==> config.mk <==
export PLATFORM = sky130hd
export DESIGN_NAME = stream_engine
export DESIGN_NICKNAME = d
export VERILOG_FILES = /design/src/rtl/stream_engine.sv
export SDC_FILE = /design/constraint.sdc
export NUM_CORES = 1
export LEC_CHECK = 0
export BUFFER_PORTS_ARGS = -buffer_cell sky130_fd_sc_hd__buf_2
export CELL_PAD_IN_SITES_DETAIL_PLACEMENT = 0
export CELL_PAD_IN_SITES_GLOBAL_PLACEMENT = 2
export CORE_UTILIZATION = 28
export CTS_CLUSTER_SIZE = 20
export DETAILED_ROUTE_END_ITERATION = 12
export MAX_ROUTING_LAYER = met4
export PLACE_DENSITY_LB_ADDON = 0.1
export RECOVER_POWER = 100
export SYNTH_ARGS = -nofsm -noshare
export SYNTH_HDL_FRONTEND = slang
export SYNTH_SLANG_ARGS = --single-unit
==> constraint.sdc <==
create_clock -name clk -period 2.5 [get_ports clk]
set_input_delay 0.375 -clock clk [delete_from_list [all_inputs] [get_ports clk]]
set_output_delay 0.375 -clock clk [all_outputs]
set_load 0.05 [all_outputs]
==> src/rtl/stream_engine.sv <==
module stream_engine #(
  parameter int CW          = 4,
  parameter int AW          = 8,
  parameter int MAX_ENTRIES = 16
) (
  input  logic          clk,
  input  logic          rst_n,
  input  logic          reg_we,
  input  logic [2:0]    reg_addr,
  input  logic [31:0]   reg_wdata,
  output logic [31:0]   reg_rdata,
  output logic          rom_en,
  output logic [AW-1:0] rom_addr,
  input  logic [31:0]   rom_data,
  output logic          tgt_req,
  output logic [CW-1:0] tgt_chan,
  output logic [15:0]   tgt_offset,
  output logic [15:0]   tgt_value,
  input  logic          tgt_ack,
  output logic          busy
);
  localparam int          NW       = $clog2(MAX_ENTRIES + 1);
  localparam logic [15:0] END_MARK = 16'hFFFF;

  typedef enum logic [1:0] {S_IDLE, S_FETCH, S_LATCH, S_WRITE} st_t;

  st_t            st_q;
  logic [CW-1:0]  chan_q, run_chan_q;
  logic [1:0]     mode_q;
  logic           widx_q;
  logic [31:0]    wdat_q;
  logic [AW-1:0]  base_q;
  logic           arm_q, err_q;
  logic [NW-1:0]  cnt_q;
  logic [31:0]    ent_q;

  logic wr_ctrl, go, arm_nx, start, is_end, over;

  assign wr_ctrl = reg_we && reg_addr == 3'd1;
  assign go      = wr_ctrl && reg_wdata[2] && st_q == S_IDLE;
  assign arm_nx  = widx_q ? wdat_q[0] : arm_q;
  assign start   = go && reg_wdata[1:0] == 2'b00 && arm_nx;
  assign is_end  = rom_data[15:0] == END_MARK;
  assign over    = cnt_q == NW'(MAX_ENTRIES);

  always_ff @(posedge clk) begin
    if (!rst_n) begin
      st_q       <= S_IDLE;
      chan_q     <= '0;
      run_chan_q <= '0;
      mode_q     <= '0;
      widx_q     <= 1'b0;
      wdat_q     <= '0;
      base_q     <= '0;
      arm_q      <= 1'b0;
      err_q      <= 1'b0;
      cnt_q      <= '0;
      ent_q      <= '0;
    end else begin
      if (reg_we) begin
        case (reg_addr)
          3'd0:    chan_q <= reg_wdata[CW-1:0];
          3'd1:    mode_q <= reg_wdata[1:0];
          3'd2:    widx_q <= reg_wdata[0];
          3'd3:    wdat_q <= reg_wdata;
          default: ;
        endcase
      end
      if (go) begin
        if (!widx_q) base_q <= wdat_q[AW-1:0];
        else         arm_q  <= wdat_q[0];
      end
      if (wr_ctrl && reg_wdata[3]) err_q <= 1'b0;

      case (st_q)
        S_IDLE: if (start) begin
          st_q       <= S_FETCH;
          cnt_q      <= '0;
          run_chan_q <= chan_q;
        end
        S_FETCH: st_q <= S_LATCH;
        S_LATCH: begin
          if (is_end) begin
            st_q  <= S_IDLE;
            arm_q <= 1'b0;
          end else if (over) begin
            st_q  <= S_IDLE;
            arm_q <= 1'b0;
            err_q <= 1'b1;
          end else begin
            ent_q <= rom_data;
            st_q  <= S_WRITE;
          end
        end
        S_WRITE: if (tgt_ack) begin
          cnt_q <= cnt_q + 1'b1;
          st_q  <= S_FETCH;
        end
        default: st_q <= S_IDLE;
      endcase
    end
  end

  assign busy       = st_q != S_IDLE;
  assign rom_en     = st_q == S_FETCH;
  assign rom_addr   = base_q + AW'(cnt_q);
  assign tgt_req    = st_q == S_WRITE;
  assign tgt_chan   = run_chan_q;
  assign tgt_offset = ent_q[15:0];
  assign tgt_value  = ent_q[31:16];

  always_comb begin
    case (reg_addr)
      3'd0:    reg_rdata = 32'(chan_q);
      3'd1:    reg_rdata = {22'b0, err_q, busy, 6'b0, mode_q};
      3'd2:    reg_rdata = {31'b0, widx_q};
      3'd3:    reg_rdata = wdat_q;
      3'd4:    reg_rdata = widx_q ? {31'b0, arm_q} : 32'(base_q);
      default: reg_rdata = '0;
    endcase
  end
endmodule

Yosys cells after proc, flatten, opt, wreduce, memory -nomap -nowiden
Cells that the tools add are included.
Widths: inputs -> output; s select.
{"block": "totals", "output_inout_bits": 79, "inputBits": 71, "reg_bits": 92, "elab_cells": 66}
{"block": "op_classes", "n_eq_ne": 11, "n_mux": 19, "bitwise": 3, "reduce_logical": 20, "n_addsub": 2}
{"operator": "$pmux 32 s5", "n": 1}
{"operator": "$eq 16x16->1 const B", "n": 1}
{"operator": "$reduce_and 2->1", "n": 7}
{"operator": "$mux 5", "n": 2}
{"operator": "$pmux 5 s2", "n": 1}
{"operator": "$mux 1", "n": 9}
{"operator": "$add 8x5->8", "n": 1}
{"operator": "$mux 2", "n": 4}
{"operator": "$mux 8", "n": 1}
{"operator": "$pmux 2 s4", "n": 1}
{"operator": "$eq 3x2->1 const B", "n": 2}
{"operator": "$logic_and 1x1->1", "n": 6}
{"operator": "$reduce_and 3->1", "n": 2}
{"operator": "$add 5x1->5 const B", "n": 1}
{"operator": "$eq 5x5->1 const B", "n": 1}
{"operator": "$eq 2x2->1 const B", "n": 2}
{"operator": "$logic_not 2->1", "n": 2}
{"operator": "$reduce_bool 2->1", "n": 2}
{"operator": "$eq 3x1->1 const B", "n": 1}
{"operator": "$eq 3x3->1 const B", "n": 1}
{"operator": "$logic_not 3->1", "n": 1}
{"operator": "$not 1->1", "n": 3}
{"operator": "$eq 2x1->1 const B", "n": 1}
{"operator": "$ne 2x1->1 const B", "n": 1}
{"operator": "$ne 2x2->1 const B", "n": 1}

Logic depth before layout (Yosys ltp)
Gate-level depths: netlist of run 1.
{"block": "depth", "depth_word": 8, "mapped_depth": 8, "ltp_nobuf": 6}

Worst setup path after synthesis of run 1
Ideal clock, no wire load.
{"block": "synth_path", "kind": "register to output", "startpoint": "register base_q[1]", "endpoint": "output rom_addr[7]", "arrival_time_ns": 2.889, "stages_incl_launch_ff": 6, "path_slack_ns": -0.764, "path_buffers": 0, "cell_sequence": "dfxtp_1 > ha_1 > a21o_1 > a21oi_1 > o31a_1 > o311ai_0"}
{"block": "synth_between", "elab_chain_len": 1}
{"element": "start: declaration", "line_no": "32", "rtl": "logic [AW-1:0] base_q;"}
{"element": "start signal: assignment", "line_no": "70", "rtl": "if (!widx_q) base_q <= wdat_q[AW-1:0];"}
{"element": "$add 8x5->8", "line_no": "106", "rtl": "assign rom_addr = base_q + AW'(cnt_q);"}
{"element": "end: declaration", "line_no": "13", "rtl": "output logic [AW-1:0] rom_addr,"}
Every way passes these cells.

Worst setup path in the final report of run 1
{"block": "layout_path", "startpoint": "register cnt_q[0]", "endpoint": "output rom_addr[6]"}
{"block": "layout_between", "elab_chain_len": 1}
{"element": "start: declaration", "line_no": "34", "rtl": "logic [NW-1:0] cnt_q;"}
{"element": "start signal: assignment", "line_no": "96", "rtl": "cnt_q <= cnt_q + 1'b1;"}
{"element": "$add 8x5->8", "line_no": "106"}
Every way passes these cells.

==> run_results.csv, run 1 <==
group,metric,value,unit
clocking,cts-root-buf,"clkbuf_16",
worst_setup_path,timing.rr.start,"st_q[0]",
placed_design,gp_congestion,0.7393,
die,core,15150,sq um
finish,fin_nets,736,
clocking,clkLatencyLatePin,0.34,ns
sta,tightestPinTransition,0.8723,ns
sta,drv_slew,0,
die,io_pins,150,
finish,drive_above_1_share,19.63,%
sta,setup_viol,0,
placed_design,pre_cts_ws,0.1967,ns
worst_setup_path,r2r_slack,0.27,ns
power_and_ir_drop,vdd_drop_max,0.2652,mV
worst_setup_path,cp-start-kind,"register",
sta,slew_headroom,41.79,%
finish,regArea,1842,sq um
sta,setup_tns,0,ns
clocking,cts_sinks,92,
routing,wl_per_cell,14.87,um
synth,synthesis.area,4328,sq um
clocking,post_cts_buffers,0,
min_path,whs_path_depth,3,
die,fp.dieH,126.3,um
finish,finalInstanceArea,5409,sq um
synth,synth_cells,521,
clocking,path_clk_slew,0.07,ns
power_and_ir_drop,p_per_area,552.2,nW/um^2
synth,ys_async_sr_fraction,0,%
sta,fin_crit_sh,96.11,%
routing,vias,4084,
clocking,cts_tree,"yes",
placed_design,hpwl,8827,um
clocking,htree_num_levels,3,
finish,n_antenna_cell,0,
worst_setup_path,worstReg2RegEnd,"tgt_chan[3]",
sta,rsz0062_at_grt,"false",
synth,yosysSeqAreaShare,42.56,%
die,start_util,28.57,%
sta,layout_setup_ws,0.09721,ns
grt,grt_usage,16.74,%
placed_design,port_buffers,149,
synth,yosysWarnings,0,
sta,skew,0.005927,ns
sta,hold_viol,0,
worst_setup_path,path_max_fanout,4,
worst_setup_path,crit_type,"reg -> out",
sta,max_freq,416.2,MHz
finish,fillers,1650,
min_path,hp-class,"in -> reg",
synth,avgSynthCellArea,8.307,sq um
routing,drtIter0Drc,172,
synth,synth_seq_cells,92,
clocking,cts_made_buffers,9,
clocking,cts_resized,5,
routing,wl,12560,um
grt,grt_start_max_net_pins,63,
die,num_rows,45,
worst_setup_path,worstPathCellList,"ha_2 > fa_2 > a21o_1 > a21oi_2 > o21ai_2 > xor2_2 > buf_4",
synth,synth_edf_count,0,
grt,overflow,0,
routing,dr.pass1.iters,4,
synth,ys_types,56,
routing,drt-vias-per-instance,4.833,
worst_setup_path,cp-end-kind,"output pin",
placed_design,dpl_cell_area,5295,sq um
finish,multiInputGateArea,2240,sq um
finish,areaGrowthSynthToFinish,24.98,%
worst_setup_path,arrival,2.03,ns
grt,first_global_vias,3966,
min_path,hold_end,"wdat_q[21]",
grt,grt_first_pass_wirelength,20330,um
worst_setup_path,crit_path_top_delay_cell,"dfxtp_1",
synth,syn_nets,604,
clocking,postCtsHoldBufs,0,
synth,synthFlopType,"dfxtp_1",
run_status,status,"completed",
worst_setup_path,ff2ff_path_depth,7,
worst_setup_path,critPathMaxStageDelay,0.35,ns
clocking,clockBufferDepth,2,
routing,drc,0,
sta,layout_min_cycle_time,2.403,ns
grt,antenna_found_initial,0,
die,fp.dieW,126.3,um
die,die-area,15960,sq um
power_and_ir_drop,power_leakage,2.003,nW
job,drv_cap,0,
routing,ant_nets,0,
worst_setup_path,required,2.12,ns
min_path,hp-start,"reg_wdata[21]",
==> routing by layer <==
layer,wire length [um],up-vias,global-route usage (%)
met4,206,0,7.158
met5,0,-,-
met1,6003,1894,21.26
li1,-,2065,-
met2,5740,110,25.97
met3,612,15,3.205
==> synth_stat cells (2+ instances only) <==
library cell | number | area [sq um]
a22oi_1 | 2 | 15.01
buf_6 | 2 | 22.52
o22ai_1 | 4 | 25.02
o21ai_0 | 34 | 170.2
a311oi_1 | 2 | 17.52
buf_2 | 10 | 50.05
ha_1 | 11 | 137.6
mux2i_1 | 24 | 240.2
clkbuf_1 | 20 | 75.07
dfxtp_1 | 92 | 1842
a21o_1 | 2 | 15.01
nand2b_1 | 4 | 25.02
buf_1 | 8 | 30.03
and2_1 | 24 | 150.1
inv_1 | 10 | 37.54
a21oi_1 | 72 | 360.4
nand3_1 | 35 | 175.2
o21ai_1 | 5 | 25.02
o32ai_1 | 2 | 17.52
xor2_1 | 2 | 17.52
nand2_1 | 80 | 300.3
a22o_1 | 4 | 35.03
nor2_1 | 29 | 108.9
buf_4 | 2 | 15.01
xnor2_1 | 3 | 26.28
nor3_1 | 2 | 10.01
o211ai_1 | 2 | 15.01
nand4_1 | 6 | 37.54
==> critical path: cells and delay by family, from the launching register on <==
kind / cells / cell delay, ns
AOI/OAI and AO/OA: 3 / 0.46
xor gates and xnor gates: 1 / 0.14
adders and majority gates: 2 / 0.55
buffers and inverters: 1 / 0.19
DFF: 1 / 0.35
==> layout by cell type, fill, tap and decap left out, types with 6 or more instances in the layout <==
| cell type | count |
|---|---|
| nor2_1 | 29 |
| buf_2 | 70 |
| clkbuf_16 | 9 |
| nand3_1 | 35 |
| buf_4 | 9 |
| nand4_1 | 6 |
| a21oi_1 | 70 |
| inv_1 | 11 |
| mux2i_1 | 24 |
| dfxtp_1 | 92 |
| clkbuf_2 | 16 |
| ha_1 | 10 |
| o21ai_0 | 33 |
| nand2_1 | 80 |
| and2_1 | 25 |
| clkbuf_1 | 64 |
==> flip-flops by register name, summed over array words and instances (netlist names), 2 cells and up <==
name	count
base_q	8
chan_q	4
cnt_q	5
ent_q	32
mode_q	2
st_q	2
tgt_chan	4
wdat_q	32
==> metrics by stage <==
step	std cells	power, mW	hold WS, ns	util (%)
final	845	2.987	0.2658	35.71
after global routing	845	3.127	0.2549	35.71
after CTS	845	3.068	0.2489	36.74
after detailed placement	830	1.796	0.4448	34.96
after global placement	830	1.795	0.4370	34.96
after floorplan	521	1.685	0.4317	-
==> worst max-delay path by stage <==
| stage | start | slack (ns) | endpoint |
|---|---|---|---|
| 6_report | cnt_q[0] | 0.1 | rom_addr[6] |
| 4_1_cts | cnt_q[0] | 0.02 | rom_addr[6] |
| 5_1_grt | cnt_q[3] | 0.007 | rom_addr[7] |
| 3_5_place_dp | cnt_q[0] | 0.20 | rom_addr[6] |
| 2_1_floorplan | cnt_q[0] | 0.20 | rom_addr[6] |
| 3_3_place_gp | base_q[0] | 0.21 | rom_addr[6] |
==> where the power goes <==
group          total, mW  internal (mW)  switching [mW]
registers           1.49           1.48          0.0117
logic              0.248         0.0890           0.159
clock network       1.24          0.660           0.585
total               2.99           2.23           0.756
==> area by class of cell <==
cell class | count | area share, %
well taps | 188 | 4.349
inverters | 11 | 0.7634
clock inverters | 6 | 0.6014
multi-input cells | 376 | 41.41
repair buffers | 163 | 14.67
clock buffers | 9 | 4.164
flip-flops and latches | 92 | 34.05
==> cells by family (layout without fill, tap and decap cells) <==
family	count (synthesis)	after routing	share of synthesized area, %
and+or+nand+nor	196	196	22.78
AOI/OAI and AO/OA	137	137	18.21
DFF	92	92	42.56
buffers and inverters	53	189	5.406
muxes	26	26	6.389
adders and majority gates	12	12	3.643
xor gates and xnor gates	5	5	1.012
Note: power is estimated with default switching activity, not from simulation.
==> run 2: changes to the inputs <==
--- a/config.mk
+++ b/config.mk
@@ -11,7 +11,6 @@
 export CORE_UTILIZATION = 28
 export CTS_CLUSTER_SIZE = 20
 export DETAILED_ROUTE_END_ITERATION = 12
-export MAX_ROUTING_LAYER = met4
 export PLACE_DENSITY_LB_ADDON = 0.1
 export RECOVER_POWER = 100
 export SYNTH_ARGS = -nofsm -noshare
==> run 2 against run 1 <==
Against the previous run:
- combinational power hardly changed
- non-clock buffer count stayed put
- sequential power hardly changed
- first-iteration DRC count is 5.8% lower
- critical path depth stayed put
- die area stayed put
- maximum frequency hardly changed
- core utilization stayed put
- via count is 0.12% higher
- largest power group unchanged
==> run_results.csv, run 2 (synthesis gave the netlist of run 1 again) <==
group,metric,value,unit
worst_setup_path,crit_type,"reg -> out",
power_and_ir_drop,netSwitchingFraction,25.37,%
placed_design,dpl_cell_area,5295,sq um
finish,layout_commonest_cell,"dfxtp_1",
die,io_pins,150,
grt,grt_usage,16.27,%
die,num_rows,45,
finish,fin_nets,736,
min_path,whs_path_depth,3,
job,drv_cap,0,
sta,slew_headroom,40.76,%
finish,areaGrowthSynthToFinish,24.98,%
worst_setup_path,path_max_fanout,4,
sta,setup_viol,0,
sta,skew,0.004550,ns
die,fp.dieH,126.3,um
run_status,status,"completed",
worst_setup_path,worstPathCellList,"ha_2 > fa_2 > a21o_1 > a21oi_2 > o21ai_2 > xor2_2 > buf_4",
placed_design,port_buffers,149,
sta,fin_crit_sh,96.03,%
worst_setup_path,arrival,2.03,ns
die,core,15150,sq um
power_and_ir_drop,p_int,2.231,mW
sta,rsz0062_at_grt,"false",
routing,drc,0,
sta,tightestPinTransition,0.8876,ns
sta,drv_slew,0,
sta,max_freq,416.5,MHz
grt,overflow,0,
die,fp.dieW,126.3,um
sta,hold_viol,0,
power_and_ir_drop,vdd_drop_max,0.2631,mV
finish,reg_top3,"ent_q x32, wdat_q x32, base_q x8",
clocking,post_cts_buffers,0,
worst_setup_path,ff2ff_path_depth,7,
grt,first_global_vias,3948,
placed_design,post-place-cells,830,
power_and_ir_drop,power_leakage,2.003,nW
finish,mostFrequentLayoutCells,"92 x dfxtp_1, 80 x nand2_1, 70 x a21oi_1, 70 x buf_2, 64 x clkbuf_1",
routing,ant_nets,0,
sta,layout_min_cycle_time,2.401,ns
clocking,clockBufferDepth,2,
min_path,hp-class,"in -> reg",
routing,drtIter0Drc,162,
clocking,cts_tree,"yes",
finish,layout.cells.non_filler,845,
worst_setup_path,cp-end-kind,"output pin",
clocking,cts_sinks,92,
power_and_ir_drop,total_power,2.990,mW
clocking,clkLatencyLatePin,0.34,ns
placed_design,gp_congestion,0.7305,
worst_setup_path,critPathMaxStageDelay,0.35,ns
clocking,cts-root-buf,"clkbuf_16",
routing,vias,4089,
finish,n_antenna_cell,0,
power_and_ir_drop,p_per_area,552.8,nW/um^2
finish,finalInstanceArea,5409,sq um
worst_setup_path,cp-start-kind,"register",
routing,wl_per_cell,14.92,um
die,die-area,15960,sq um
grt,grt_first_pass_wirelength,20410,um
finish,drive_above_1_share,19.63,%
power_and_ir_drop,pwr-share-clk,41.7,%
clocking,cts_made_buffers,9,
routing,wl,12610,um
power_and_ir_drop,p_sw,0.7585,mW
routing,drt-vias-per-instance,4.839,
grt,antenna_found_initial,0,
die,start_util,28.57,%
grt,grt_start_max_net_pins,63,
clocking,htree_num_levels,3,
worst_setup_path,required,2.12,ns
sta,setup_tns,0,ns
power_and_ir_drop,power_frac_seq,50.0,%
placed_design,hpwl,8827,um
power_and_ir_drop,p_comb_share,8.3,%
worst_setup_path,crit_path_top_delay_cell,"dfxtp_1",
routing,dr.pass1.iters,4,
clocking,path_clk_slew,0.07,ns
run 2: metal layers:
layer / global-route usage (%) / up-vias / routed length, um
met5: 0 / - / 0
met4: 7.158 / 0 / 228
met3: 4.049 / 14 / 697
met2: 25.93 / 113 / 5743
met1: 20.84 / 1900 / 5940
li1: - / 2062 / -
run 2: final timing paths:
| check | start | end | slack (ns) |
|---|---|---|---|
| max reg2reg | st_q[0] | tgt_chan[2] | 0.28 |
| min reg2reg | wdat_q[15] | wdat_q[15] | 0.45 |
| min | reg_wdata[15] | wdat_q[15] | 0.27 |
| max | cnt_q[0] | rom_addr[6] | 0.1 |
run 2: power groups by stage:
stage | clock (mW) | combinational, mW | sequential, mW
final | 1.25 | 0.249 | 1.49
after global routing | 1.36 | 0.275 | 1.50
after CTS | 1.31 | 0.269 | 1.49
after detailed placement | 0 | 0.268 | 1.53
after global placement | 0 | 0.268 | 1.53
after floorplan | 0 | 0.156 | 1.53
run 2: area by class of cell:
type / count / area, sq um
Multi-Input combinational cell: 376 / 2240
Clock inverter: 6 / 32.53
Clock buffer: 9 / 225.2
Tap cell: 188 / 235.2
Sequential cell: 92 / 1842
Fill cell: 1650 / 9737
Inverter: 11 / 41.29
Timing Repair Buffer: 163 / 793.3
run 2: metrics by stage:
stage	utilization (%)	worst slack [ns]	hold slack, ns
2_1_floorplan	-	0.2017	0.4317
3_3_place_gp	34.96	0.2088	0.4370
3_5_place_dp	34.96	0.1967	0.4448
4_1_cts	36.74	0.01998	0.2489
5_1_grt	35.71	0.006811	0.2549
6_report	35.71	0.09930	0.2654
run 2: what timing repair did:
action                     4_1_cts  5_1_grt
gates cloned                     0        0
hold buffers                     0        0
setup endpoints to repair        3        3
resized for setup                5        3
run 2: critical path, delay by kind of cell (launching register included):
kind,cells,cell delay [ns]
flops,1,0.35
fa+ha+maj,2,0.55
buf+inv,1,0.19
compound gates,3,0.46
xor+xnor,1,0.14
